**src/rtl/dlt_pkg.sv**
```systemverilog
package dlt_pkg;
  typedef enum logic [2:0] {
    S_IDLE, S_CAL, S_SET, S_REQ, S_EVAL, S_BYP
  } state_e;
endpackage

```
**src/rtl/dlt_len_cal.sv**
```systemverilog
module dlt_len_cal #(
  parameter int UNIT_W = 7,
  parameter int LEN_W  = 12,
  parameter int N_TAPS = 11,
  parameter int PH_W   = 4,
  parameter int TO_W   = 16
) (
  input  logic              clk_i,
  input  logic              rst_ni,
  input  logic              clr_i,
  input  logic              act_i,
  input  logic [TO_W-1:0]   timeout_i,
  input  logic [LEN_W-1:0]  len_i,
  input  logic              len_vld_i,
  output logic [UNIT_W-1:0] unit_o,
  output logic              hit_o,
  output logic              miss_o,
  output logic [PH_W-1:0]   max_ph_o
);
  localparam logic [UNIT_W-1:0] UNIT_MAX = '1;

  logic [UNIT_W-1:0] unit_q;
  logic [TO_W-1:0]   cnt_q;
  logic              len_ok, timed_out, adv;

  assign len_ok    = len_vld_i && (len_i != '0) && ((len_i >> N_TAPS) == '0);
  assign timed_out = !len_vld_i && (cnt_q >= timeout_i);
  assign adv       = act_i && ((len_vld_i && !len_ok) || timed_out);
  assign hit_o     = act_i && len_ok;
  assign miss_o    = adv && (unit_q == UNIT_MAX);
  assign unit_o    = unit_q;

  always_comb begin
    max_ph_o = '0;
    for (int i = 0; i < LEN_W; i++)
      if (len_i[i]) max_ph_o = PH_W'(i);
  end

  always_ff @(posedge clk_i or negedge rst_ni) begin
    if (!rst_ni) begin
      unit_q <= '0;
      cnt_q  <= '0;
    end else if (clr_i) begin
      unit_q <= '0;
      cnt_q  <= '0;
    end else if (adv) begin
      if (unit_q != UNIT_MAX) unit_q <= unit_q + 1'b1;
      cnt_q <= '0;
    end else if (act_i && cnt_q != '1) begin
      cnt_q <= cnt_q + 1'b1;
    end
  end

  // accepted length always yields a phase inside the tap range
  assert_maxph_R5: assert property (@(posedge clk_i) disable iff (!rst_ni)
    hit_o |-> (max_ph_o < PH_W'(N_TAPS)));
endmodule

```
**src/rtl/dlt_win_track.sv**
```systemverilog
module dlt_win_track #(
  parameter int PH_W = 4
) (
  input  logic            clk_i,
  input  logic            rst_ni,
  input  logic            clr_i,
  input  logic            upd_i,
  input  logic            pass_i,
  input  logic [PH_W-1:0] ph_i,
  output logic [PH_W:0]   best_o,
  output logic [PH_W-1:0] centre_o
);
  logic [PH_W:0]   cur_q, best_q, cur_nx;
  logic [PH_W-1:0] end_q;

  assign cur_nx   = cur_q + 1'b1;
  assign best_o   = best_q;
  assign centre_o = end_q - PH_W'(best_q >> 1);

  always_ff @(posedge clk_i or negedge rst_ni) begin
    if (!rst_ni) begin
      cur_q  <= '0;
      best_q <= '0;
      end_q  <= '0;
    end else if (clr_i) begin
      cur_q  <= '0;
      best_q <= '0;
      end_q  <= '0;
    end else if (upd_i) begin
      if (pass_i) begin
        cur_q <= cur_nx;
        if (cur_nx > best_q) begin
          best_q <= cur_nx;
          end_q  <= ph_i;
        end
      end else begin
        cur_q <= '0;
      end
    end
  end

  assert_run_bound_R6: assert property (@(posedge clk_i) disable iff (!rst_ni)
    cur_q <= best_q);
endmodule

```
**src/rtl/dly_tuner.sv**
```systemverilog
module dly_tuner #(
  parameter int UNIT_W = 7,
  parameter int LEN_W  = 12,
  parameter int N_TAPS = 11,
  parameter int PH_W   = 4,
  parameter int CAL_PH = 12,
  parameter int TO_W   = 16
) (
  input  logic              clk_i,
  input  logic              rst_ni,
  input  logic              start_i,
  input  logic [TO_W-1:0]   timeout_i,
  input  logic [LEN_W-1:0]  len_i,
  input  logic              len_vld_i,
  input  logic              chk_done_i,
  input  logic              chk_pass_i,
  output logic              chk_req_o,
  output logic              dly_en_o,
  output logic              smp_en_o,
  output logic [PH_W-1:0]   phase_o,
  output logic [UNIT_W-1:0] unit_o,
  output logic              done_o,
  output logic              err_o
);
  import dlt_pkg::*;

  localparam logic [PH_W-1:0] CAL_SEL = PH_W'(CAL_PH);

  state_e          state_q;
  logic [PH_W-1:0] ph_q, max_ph_q, phase_q;
  logic            dly_en_q, smp_en_q, done_q, err_q;

  logic            clr, hit, miss, upd;
  logic [PH_W-1:0] max_ph, centre;
  logic [PH_W:0]   best;

  assign clr = (state_q == S_IDLE) && start_i;
  assign upd = (state_q == S_REQ) && chk_done_i;

  dlt_len_cal #(
    .UNIT_W(UNIT_W), .LEN_W(LEN_W), .N_TAPS(N_TAPS), .PH_W(PH_W), .TO_W(TO_W)
  ) i_len_cal (
    .clk_i    (clk_i),
    .rst_ni   (rst_ni),
    .clr_i    (clr),
    .act_i    (state_q == S_CAL),
    .timeout_i(timeout_i),
    .len_i    (len_i),
    .len_vld_i(len_vld_i),
    .unit_o   (unit_o),
    .hit_o    (hit),
    .miss_o   (miss),
    .max_ph_o (max_ph)
  );

  dlt_win_track #(.PH_W(PH_W)) i_win (
    .clk_i   (clk_i),
    .rst_ni  (rst_ni),
    .clr_i   (clr),
    .upd_i   (upd),
    .pass_i  (chk_pass_i),
    .ph_i    (ph_q),
    .best_o  (best),
    .centre_o(centre)
  );

  always_ff @(posedge clk_i or negedge rst_ni) begin
    if (!rst_ni) begin
      state_q  <= S_IDLE;
      ph_q     <= '0;
      max_ph_q <= '0;
      phase_q  <= '0;
      dly_en_q <= 1'b0;
      smp_en_q <= 1'b0;
      done_q   <= 1'b0;
      err_q    <= 1'b0;
    end else begin
      done_q <= 1'b0;
      err_q  <= 1'b0;
      unique case (state_q)
        S_IDLE: if (start_i) begin
          dly_en_q <= 1'b1;
          smp_en_q <= 1'b1;
          phase_q  <= CAL_SEL;
          state_q  <= S_CAL;
        end
        S_CAL: if (hit) begin
          max_ph_q <= max_ph;
          ph_q     <= '0;
          smp_en_q <= 1'b0;
          state_q  <= S_SET;
        end else if (miss) begin
          dly_en_q <= 1'b0;
          smp_en_q <= 1'b0;
          phase_q  <= '0;
          done_q   <= 1'b1;
          err_q    <= 1'b1;
          state_q  <= S_IDLE;
        end
        S_SET: begin
          phase_q <= ph_q;
          state_q <= S_REQ;
        end
        S_REQ: if (chk_done_i) begin
          if (ph_q == max_ph_q) begin
            state_q <= S_EVAL;
          end else begin
            ph_q    <= ph_q + 1'b1;
            state_q <= S_SET;
          end
        end
        S_EVAL: begin
          dly_en_q <= 1'b0;
          if (best == '0) begin
            phase_q <= '0;
            done_q  <= 1'b1;
            err_q   <= 1'b1;
            state_q <= S_IDLE;
          end else begin
            state_q <= S_BYP;
          end
        end
        S_BYP: begin
          phase_q  <= centre;
          dly_en_q <= 1'b1;
          done_q   <= 1'b1;
          state_q  <= S_IDLE;
        end
        default: state_q <= S_IDLE;
      endcase
    end
  end

  assign chk_req_o = (state_q == S_REQ);
  assign dly_en_o  = dly_en_q;
  assign smp_en_o  = smp_en_q;
  assign phase_o   = phase_q;
  assign done_o    = done_q;
  assign err_o     = done_q & err_q;

  assert_cal_cfg_R2: assert property (@(posedge clk_i) disable iff (!rst_ni)
    (state_q == S_CAL) |-> (dly_en_o && smp_en_o && phase_o == CAL_SEL));
  assert_sweep_cfg_R9: assert property (@(posedge clk_i) disable iff (!rst_ni)
    chk_req_o |-> (dly_en_o && !smp_en_o && phase_o <= max_ph_q));
  assert_req_hold_R9: assert property (@(posedge clk_i) disable iff (!rst_ni)
    (chk_req_o && !chk_done_i) |=> (chk_req_o && $stable(phase_o)));
  assert_bypass_R8: assert property (@(posedge clk_i) disable iff (!rst_ni)
    (done_o && !err_o) |-> ($past(!dly_en_o && !smp_en_o) && dly_en_o));
  assert_done_pulse_R10: assert property (@(posedge clk_i) disable iff (!rst_ni)
    done_o |=> !done_o);
  assert_err_off_R10: assert property (@(posedge clk_i) disable iff (!rst_ni)
    err_o |-> (!dly_en_o && !smp_en_o));
endmodule

```
**config.mk**
```make
export PLATFORM = sky130hd
export DESIGN_NAME = dly_tuner
export DESIGN_NICKNAME = d
export VERILOG_FILES = /design/src/rtl/dlt_pkg.sv /design/src/rtl/dlt_len_cal.sv /design/src/rtl/dlt_win_track.sv /design/src/rtl/dly_tuner.sv
export SDC_FILE = /design/constraint.sdc
export NUM_CORES = 1
export LEC_CHECK = 0
export BUFFER_PORTS_ARGS = -buffer_cell sky130_fd_sc_hd__buf_4
export CORE_MARGIN = 2
export CORE_UTILIZATION = 30
export CTS_CLUSTER_DIAMETER = 60
export CTS_CLUSTER_SIZE = 24
export DETAILED_ROUTE_END_ITERATION = 8
export PLACE_DENSITY_LB_ADDON = 0.25
export SLEW_MARGIN = 10
export SYNTH_ARGS = -nofsm -noshare
export SYNTH_HDL_FRONTEND = slang
export SYNTH_SLANG_ARGS = --single-unit
```
**constraint.sdc**
```tcl
create_clock -name clk_i -period 3.4 [get_ports clk_i]
set_input_delay 0.51 -clock clk_i [delete_from_list [all_inputs] [get_ports clk_i]]
set_output_delay 0.51 -clock clk_i [all_outputs]
set_load 0.03 [all_outputs]
```
* Word-level counts from Yosys, hierarchy flattened
Index checks and enable logic that the tools add are counted.
** Operators by class
- $add $sub $neg :: 5
- Magnitude comparators :: 2
- Equality and inequality tests :: 17
- Multiplexer cells :: 55
- Bitwise operators :: 1
- Reduce and logical (&&, ||, !) cells :: 35
** Operators by type and width (count)
- $mux 4 :: 21
- $mux 16 :: 3
- $mux 5 :: 7
- $mux 7 :: 3
- $pmux 4 s5 :: 1
- $mux 3 :: 6
- $add 16x1->16 const B :: 1
- $ge 16x16->1 :: 1
- $ne 16x16->1 const B :: 1
- $pmux 3 s5 :: 1
- $ne 2x2->1 const B :: 7
- $reduce_bool 2->1 :: 7
- $logic_not 12->1 :: 1
- $reduce_bool 12->1 :: 1
- $logic_and 1x1->1 :: 10
- $reduce_and 3->1 :: 3
- $mux 1 :: 8
- $pmux 4 s2 :: 1
- $reduce_and 4->1 :: 2
- $add 7x1->7 const B :: 1
- $eq 7x7->1 const B :: 1
- $ne 7x7->1 const B :: 1
- $eq 3x2->1 const B :: 2
- $eq 3x3->1 const B :: 2
- 20 further kinds :: 23
** Word-level totals
- Flip-flop bits (word level) :: 56
- Input bits :: 34
- Output and inout port bits :: 16
- Logic and storage cells :: 128

* Logic depth before layout (Yosys ltp)
Gate-level depths: netlist (run 1).
- Depth after elaboration :: 11
- Gate-level depth with buffers :: 10
- Mapped depth without buffers :: 9

* By module
Synthesis (run 1) repeated with hierarchy kept, for this count alone.
** Unflattened totals
- Cells, all modules :: 422
- Area, all modules :: 3732.3 um2
** By module, submodules not included
- dlt_len_cal :: instances 1, cells each 208, area an instance 1725.4 um2, sequential area each 575.6 um2
- dly_tuner :: instances 1, cells each 115, area an instance 1107.3 um2, sequential area each 475.5 um2
- dlt_win_track :: instances 1, cells each 99, area an instance 899.6 um2, sequential area each 350.3 um2

* Worst setup path before layout (run 1)
Ideal clock, no wire load.
- Path kind :: input port to flip-flop
- Start point :: input port timeout_i[0]
- End point :: register phase_q[2] (netlist: phase_o[2])
- Library setup time :: 125 ps
- Data arrival time :: 2204 ps
- Required time :: 3275 ps
- Setup slack :: 1072 ps
- Cell stages on the path :: 7
- Path buffers :: 0
- Cell sequence :: ha_1 -> nand2b_1 -> a2111oi_0 -> nand3b_1 -> nand4_1 -> a21oi_2 -> mux2_2
** On the way
- Cells in the longest elaborated chain, start to end :: 7
** RTL lines
- from (decl) :: RTL line dly_tuner.sv:12 : input logic [TO_W-1:0] timeout_i,
- $ge 16x16->1 :: RTL line dlt_len_cal.sv:27 : assign timed_out = !len_vld_i && (cnt_q >= timeout_i);
- $logic_and 1x1->1 :: RTL line dlt_len_cal.sv:27
- $logic_or 1x1->1 :: RTL line dlt_len_cal.sv:28 : assign adv = act_i && ((len_vld_i && !len_ok) || timed_out);
- $logic_and 1x1->1 :: RTL line dlt_len_cal.sv:28
- $logic_and 1x1->1 :: RTL line dlt_len_cal.sv:30 : assign miss_o = adv && (unit_q == UNIT_MAX);
- $ne 2x2->1 (no source line)
- $reduce_and 5->1 (no source line)
- to (signal assigned) :: RTL line dly_tuner.sv:101 : phase_q <= ph_q;
- to (signal assigned) :: RTL line dly_tuner.sv:124 : phase_q <= centre;
- to (decl) :: RTL line dly_tuner.sv:30 : logic [PH_W-1:0] ph_q, max_ph_q, phase_q;
Every way passes these cells.
A chain may end at the register's enable or synchronous reset.

* Final worst setup path (run 1)
- Start point :: register i_len_cal.cnt_q[0]
- End point :: register phase_q[3] (netlist: phase_o[3])
** On the way
- Cells in the longest elaborated chain, start to end :: 7
** RTL lines
- from (decl) :: RTL line dlt_len_cal.sv:23 : logic [TO_W-1:0] cnt_q;
- from (signal assigned) :: RTL line dlt_len_cal.sv:50 : cnt_q <= cnt_q + 1'b1;
- $ge 16x16->1 :: RTL line dlt_len_cal.sv:27
- $logic_and 1x1->1 :: RTL line dlt_len_cal.sv:27
- $logic_or 1x1->1 :: RTL line dlt_len_cal.sv:28
- $logic_and 1x1->1 :: RTL line dlt_len_cal.sv:28
- $logic_and 1x1->1 :: RTL line dlt_len_cal.sv:30
- $ne 2x2->1 (no source line)
- $reduce_and 5->1 (no source line)
Every way passes these cells.

==> impl_metrics.csv, run 1 <==
group,metric,value,unit
run_status,outcome,"completed",
timing,grt_setup_unrepaired,"no",
final_layout,drive_above_1_share,17.4,%
synthesis,ys_warn_count,0,
final_layout,ff_latch_area,0.00140,mm2
floorplan,design.portCount,50,
cts,clock_sink_count,56,
synthesis,synth.yosys.seq_area_share,38.8,%
final_layout,area_of_the_multi_input_gates,0.00203,mm2
timing,max_slew.worst_pin.slew,0.745,ns
synthesis,post-synth-top-area-cell,"sky130_fd_sc_hd__dfrtp_1",
placed_design,gp_routability_congestion,0.777,
cts,post_cts.repair.setup_buffers,0,
critical_path,crit_slowest_cell,"sky130_fd_sc_hd__a2111oi_0",
cts,clock_tree.buffer_depth,2,
placed_design,placed_cells,583,
final_layout,area_growth_syn_to_layout,17.2,%
final_layout,instances_no_fill,590,
power_and_ir_drop,power_frac_seq,39.0,%
final_layout,fillCellCount,1214,
cts,total_of_hold_buffers_inserted_after_clock_tree_synthesis,0,
timing,finalMaxSlewViolations,0,
synthesis,yosysUniqueCellTypes,58,
critical_path,worstPathRequired,3.58,ns
power_and_ir_drop,comb_power_share,41.9,%
worst_hold_path,hp-class,"in2async",
timing,setup_tns,0,ns
critical_path,worst-path-max-fanout,7,
power_and_ir_drop,power_switching_share,40.7,%
timing,timing.fmax,0.379,GHz
floorplan,starting_density_of_the_core,30.5,%
synthesis,synth_area_leaders,"sky130_fd_sc_hd__dfrtp_1 (39%), sky130_fd_sc_hd__ha_1 (9.7%), sky130_fd_sc_hd__nor2_1 (4.6%)",
critical_path,max_stage_delay,0.45,ns
cts,numCtsBuffers,5,
synthesis,post_synth_instance_area,0.00361,mm2
power_and_ir_drop,power.density,619,mW/mm2
synthesis,syn_inst,399,
timing,post-route-period-util,77.6,%
timing,finalHoldViolations,0,
grt,globalRouteOverflowTotal,0,
final_layout,nets,506,
critical_path,cell_chain_of_the_critical_path,"inv_1 -> ha_1 -> nand2b_1 -> a2111oi_0 -> nand3b_1 -> nand4_1 -> a21oi_2 -> mux2_2",
synthesis,synthMostInstantiatedCell,"sky130_fd_sc_hd__dfrtp_1",
synthesis,count_of_flip_flops_with_a_built_in_enable_after_synthesis,0,
floorplan,full_die_area,0.0129,mm2
synthesis,postSynthNetCount,462,
run,cap_violations,0,
timing,finalSetupViolations,0,
power_and_ir_drop,vdd_drop_max,197,uV
cts,clk_pin_slew,0.07,ns
cts,cts_tree,"built",
cts,clockRootBuffer,"sky130_fd_sc_hd__clkbuf_16",
critical_path,timing.critical_path.buf_inv,1,
floorplan,std_cell_rows,40,
timing,final_period_minus_worst_setup_slack,2.64,ns
synthesis,yosys_register_bits,56,
floorplan,placeableCoreArea,0.0119,mm2
synthesis,avgSynthCellArea,9.05,um2
routing,detail_route.wl_per_cell,14.1,um
grt,via_count_of_the_first_global_routing_pass,2945,
power_and_ir_drop,cell_internal_pwr,1.55,mW
power_and_ir_drop,leakage,1.94,nW
critical_path,regToRegSetupSlack,0.76,ns
critical_path,timing.critical_path.from_type,"flip-flop",
grt,grt_first_pass_wirelength,14000,um
critical_path,worstSetupPathType,"reg2reg",
cts,cts-htree-levels,2,
cts,cts-resized-gates,0,
floorplan,die_h,114,um
cts,clk_latency,0.29,ns
power_and_ir_drop,switching_power,1.07,mW
critical_path,crit_family,"compound AO/OA/AOI/OAI gates",
synthesis,netlist_top_cells_count,"sky130_fd_sc_hd__dfrtp_1 (56), sky130_fd_sc_hd__nor2_1 (44), sky130_fd_sc_hd__nand2_1 (42)",
timing,finalClockSkew,0.00670,ns
synthesis,synth-async-reset-ratio,100,%
grt,grt_max_degree,57,
routing,routed_via_density,5.03,
synthesis,yosysTopAreaCellShare,38.8,%
grt,globalRouteTotalUtil,13.4,%
routing,drt_drc_violations_left,0,
routing,dr_total_vias,2967,
timing,max_slew_margin,50.3,%
timing,worst_slack,0.761,ns
placed_design,io_buffer_count,49,
critical_path,setup.worst_path.end_class,"flip-flop",
placed_design,post-place-ws,0.493,ns
power_and_ir_drop,clock_power_share,19.2,%
final_layout,ant_diodes,0,
floorplan,dieWidth,114,um
routing,drt_pre_antenna_iters,4,
routing,wl,8300,um
critical_path,arrival,2.82,ns
routing,postRouteAntennaNets,0,
grt,number_of_antenna_violations_at_the_first_check_in_global_routing,0,
synthesis,yosys_most_used_dff,"sky130_fd_sc_hd__dfrtp_1",
routing,dr.first_iter.drc_count,145,
placed_design,placed_wire_length_estimate,6160,um
stage by stage:
step | power [mW] | util [%] | instance area, um2 | hold slack, ns
6_report | 2.62 | 35.7 | 4240 | 0.279
3_3_place_gp | 2.12 | 34.5 | 4100 | 0.492
4_1_cts | 2.65 | 35.7 | 4240 | 0.308
2_1_floorplan | 1.82 | - | 3610 | 0.214
5_1_grt | 2.83 | 35.7 | 4240 | 0.341
3_5_place_dp | 2.14 | 34.5 | 4100 | 0.493
final cells by class:
type | instances | area share [%]
multi-input cells | 302 | 48.0
flip-flops and latches | 56 | 33.1
repair buffers | 50 | 8.86
well taps | 147 | 4.34
clock buffers | 5 | 2.95
inverters | 28 | 2.48
clock inverters | 2 | 0.295
final timing paths:
path                                             to  cells after the start          startpoint
worst min register to register          max_ph_q[1]                      2         max_ph_q[1]
min in group clk_i                      max_ph_q[1]                      2         max_ph_q[1]
max in group asynchronous       i_len_cal.unit_o[5]                      1              rst_ni
worst max-delay path                     phase_o[3]                      8  i_len_cal.cnt_q[0]
worst min-delay path                        ph_q[2]                      1              rst_ni
worst max register to register           phase_o[3]                      8  i_len_cal.cnt_q[0]
placed cells by master (no fill, tap or decap), drive strengths merged, types with 2 or more instances in the layout:
cell     n
dfrtp   56
buf     50
nor2    48
nand2   43
inv     28
ha      28
a21oi   20
o21ai   18
nand3   16
xnor2   16
xor2    11
o31ai   11
nor3    10
nand4   10
and2     7
and3     6
clkbuf   5
nor2b    5
nor4     5
mux2i    4
nand3b   3
o21a     3
o21bai   3
a31oi    3
and4     3
or4      3
nand2b   2
a22oi    2
o32a     2
mux2     2
o22ai    2
a221o    2
metal layers:
layer  up-vias  track usage [%]  share of wire (%)  wire length [um]
met5         -                0                  0                 0
met4         0             3.25               0.94                78
met3         9             2.34                2.9               244
met2        43             23.4                 50              4190
met1      1438             17.4                 46              3790
li1       1477                -                  -                 -
kinds of logic (layout without fill, tap and decap cells):
kind of cell / count (synthesis) / in the layout / synth area share (%)
compound gates: 75 / 75 / 13.9
flops: 56 / 56 / 38.8
fa+ha+maj: 29 / 29 / 10.3
buf+inv: 41 / 85 / 4.95
mux: 6 / 6 / 1.73
xor+xnor: 27 / 27 / 6.55
simple gates: 165 / 165 / 23.8
registers in the layout, summed over array words and instances (netlist names):
| name | flops |
|---|---|
| i_win.end_q | 4 |
| ph_q | 4 |
| state_q | 3 |
| i_win.cur_q | 5 |
| smp_en_o | 1 |
| i_len_cal.unit_o | 7 |
| done_o | 1 |
| max_ph_q | 4 |
| err_q | 1 |
| i_win.best_o | 5 |
| dly_en_o | 1 |
| phase_o | 4 |
| i_len_cal.cnt_q | 16 |
power groups by stage:
stage	Sequential [mW]	Combinational [mW]	Clock, mW
after floorplan	1.02	0.805	0
after global placement	1.03	1.08	0
after detailed placement	1.03	1.11	0
after CTS	1.02	1.11	0.520
after global routing	1.05	1.24	0.546
final	1.02	1.10	0.502
(Power assumes the default switching activity.)
==> run 2: changes to the inputs <==
- clock period: 3.4 -> 2.7 ns (I/O delays scaled with it)
==> run 2 against run 1 <==
Net effect: largest cell class unchanged; flip-flop and latch count unchanged; clock power grew 35%; critical path type unchanged; wire length grew 0.43%; critical path depth unchanged; worst hold slack got worse by 0.11 ns; utilization rose by 0.53 points; combinational power up 37%; clock skew down 0.0013 ns; first-iteration DRC count down 27%.
==> impl_metrics.csv, run 2 (synthesized netlist as in run 1, its figures left out) <==
group,metric,value,unit
routing,wl,8330,um
grt,grt_first_pass_wirelength,14500,um
floorplan,full_die_area,0.0129,mm2
grt,via_count_of_the_first_global_routing_pass,2953,
placed_design,placed_wire_length_estimate,6230,um
critical_path,worstPathRequired,2.88,ns
final_layout,most-common-layout-cells,"sky130_fd_sc_hd__dfrtp_1 (56), sky130_fd_sc_hd__buf_4 (56), sky130_fd_sc_hd__nor2_1 (44)",
cts,total_of_hold_buffers_inserted_after_clock_tree_synthesis,0,
critical_path,cell_chain_of_the_critical_path,"inv_1 -> ha_1 -> nand2b_1 -> a2111oi_1 -> nand3b_1 -> nand4_1 -> a21oi_2 -> mux2_2",
placed_design,gp_routability_congestion,0.782,
cts,cts-resized-gates,0,
floorplan,placeableCoreArea,0.0119,mm2
critical_path,worstSetupPathType,"reg2reg",
critical_path,arrival,2.60,ns
timing,finalHoldViolations,0,
final_layout,drive_above_1_share,18.7,%
power_and_ir_drop,comb_power_share,44.3,%
cts,numCtsBuffers,5,
final_layout,area_growth_syn_to_layout,19.0,%
critical_path,regToRegSetupSlack,0.28,ns
routing,postRouteAntennaNets,0,
critical_path,timing.critical_path.from_type,"flip-flop",
critical_path,crit_family,"compound AO/OA/AOI/OAI gates",
critical_path,setup.worst_path.end_class,"flip-flop",
grt,globalRouteOverflowTotal,0,
power_and_ir_drop,total_power_after_layout,3.40,mW
floorplan,die_h,114,um
floorplan,starting_density_of_the_core,30.5,%
critical_path,timing.critical_path.buf_inv,1,
final_layout,registers.top_by_ff_count,"i_len_cal.cnt_q",
grt,grt_max_degree,57,
run_status,outcome,"completed",
cts,clk_pin_slew,0.07,ns
routing,dr.first_iter.drc_count,106,
timing,grt_setup_unrepaired,"no",
power_and_ir_drop,power_frac_seq,35.8,%
power_and_ir_drop,power.density,791,mW/mm2
placed_design,io_buffer_count,49,
cts,cts-htree-levels,2,
routing,drt_pre_antenna_iters,4,
placed_design,detailed_place.area,0.00414,mm2
routing,detail_route.wl_per_cell,14.0,um
cts,clock_sink_count,56,
power_and_ir_drop,switching_power,1.35,mW
critical_path,worst_r2r_endpoint,"phase_o[3]",
final_layout,layout.core_utilization,36.2,%
power_and_ir_drop,clock_power_share,19.9,%
routing,drt_drc_violations_left,0,
cts,clockRootBuffer,"sky130_fd_sc_hd__clkbuf_16",
final_layout,final_area,0.00430,mm2
cts,cts_tree,"built",
final_layout,nets,512,
timing,timing.fmax,0.413,GHz
timing,whs,0.169,ns
worst_hold_path,hp-class,"in2async",
timing,finalClockSkew,0.00536,ns
cts,post_cts.repair.setup_buffers,0,
timing,post-route-period-util,89.6,%
critical_path,worst-path-max-fanout,4,
timing,setup_tns,0,ns
timing,finalSetupViolations,0,
power_and_ir_drop,vdd_drop_max,317,uV
power_and_ir_drop,power_switching_share,39.7,%
floorplan,design.portCount,50,
critical_path,max_stage_delay,0.44,ns
floorplan,std_cell_rows,40,
grt,globalRouteTotalUtil,13.8,%
grt,number_of_antenna_violations_at_the_first_check_in_global_routing,0,
floorplan,dieWidth,114,um
cts,clk_latency,0.29,ns
critical_path,r2r.worst_path.cells,8,
power_and_ir_drop,leakage,1.97,nW
routing,routed_via_density,4.92,
final_layout,flip_flop_count_of_the_largest_register_after_layout,16,
cts,clock_tree.buffer_depth,2,
critical_path,crit_slowest_cell,"sky130_fd_sc_hd__a2111oi_1",
routing,dr_total_vias,2933,
timing,max_slew_margin,51.0,%
run,cap_violations,0,
timing,final_period_minus_worst_setup_slack,2.42,ns
power_and_ir_drop,cell_internal_pwr,2.05,mW
final_layout,ant_diodes,0,
timing,max_slew.worst_pin.slew,0.734,ns
critical_path,reg2reg_from,"i_len_cal.cnt_q[0]",
timing,finalMaxSlewViolations,0,
[run 2: worst max path at each step]
stage,start,endpoint,slack (ns),cells past startpoint
after floorplan,i_len_cal.cnt_q[0],phase_o[2],0.48,8
after global placement,timeout_i[0],phase_o[3],0.16,8
after detailed placement,timeout_i[0],i_len_cal.cnt_q[2],0.12,8
after CTS,i_len_cal.cnt_q[0],i_len_cal.cnt_q[12],0.18,8
after global routing,i_len_cal.cnt_q[0],phase_o[3],0.07,8
final,i_len_cal.cnt_q[0],phase_o[3],0.28,8
[run 2: metrics by stage]
stage | cells | setup slack, ns
global route | 596 | 0.0743
global placement | 589 | 0.160
CTS | 596 | 0.181
floorplan | 399 | 0.475
finish | 596 | 0.281
detailed placement | 589 | 0.124
[run 2: worst reg2reg max path, cell delays in order, from the launching register on]
cell,delay (ns)
sky130_fd_sc_hd__dfrtp_1,0.41
sky130_fd_sc_hd__inv_1,0.06
sky130_fd_sc_hd__ha_1,0.26
sky130_fd_sc_hd__nand2b_1,0.14
sky130_fd_sc_hd__a2111oi_1,0.44
sky130_fd_sc_hd__nand3b_1,0.18
sky130_fd_sc_hd__nand4_1,0.18
sky130_fd_sc_hd__a21oi_2,0.28
sky130_fd_sc_hd__mux2_2,0.36
[run 2: area by class of cell]
cell class | count | area [um2]
clock buffer | 7 | 153
multi-input combinational | 302 | 2030
timing repair buffer | 56 | 420
tap | 147 | 184
fill | 1217 | 7560
inverter | 28 | 105
sequential | 56 | 1400
[run 2: power groups by stage]
stage	Combinational, mW	Clock (mW)	Sequential, mW
CTS	1.52	0.696	1.22
global route	1.67	0.738	1.25
global placement	1.49	0	1.24
detailed placement	1.51	0	1.24
finish	1.51	0.677	1.22
floorplan	1.01	0	1.28
[run 2: metal layers]
| layer | up-vias | global-route usage (%) | wire [um] |
|---|---|---|---|
| li1 | 1499 | - | - |
| met5 | - | 0 | 0 |
| met2 | 28 | 24.0 | 4140 |
| met3 | 7 | 2.18 | 183 |
| met1 | 1399 | 18.4 | 3940 |
| met4 | 0 | 2.68 | 72 |
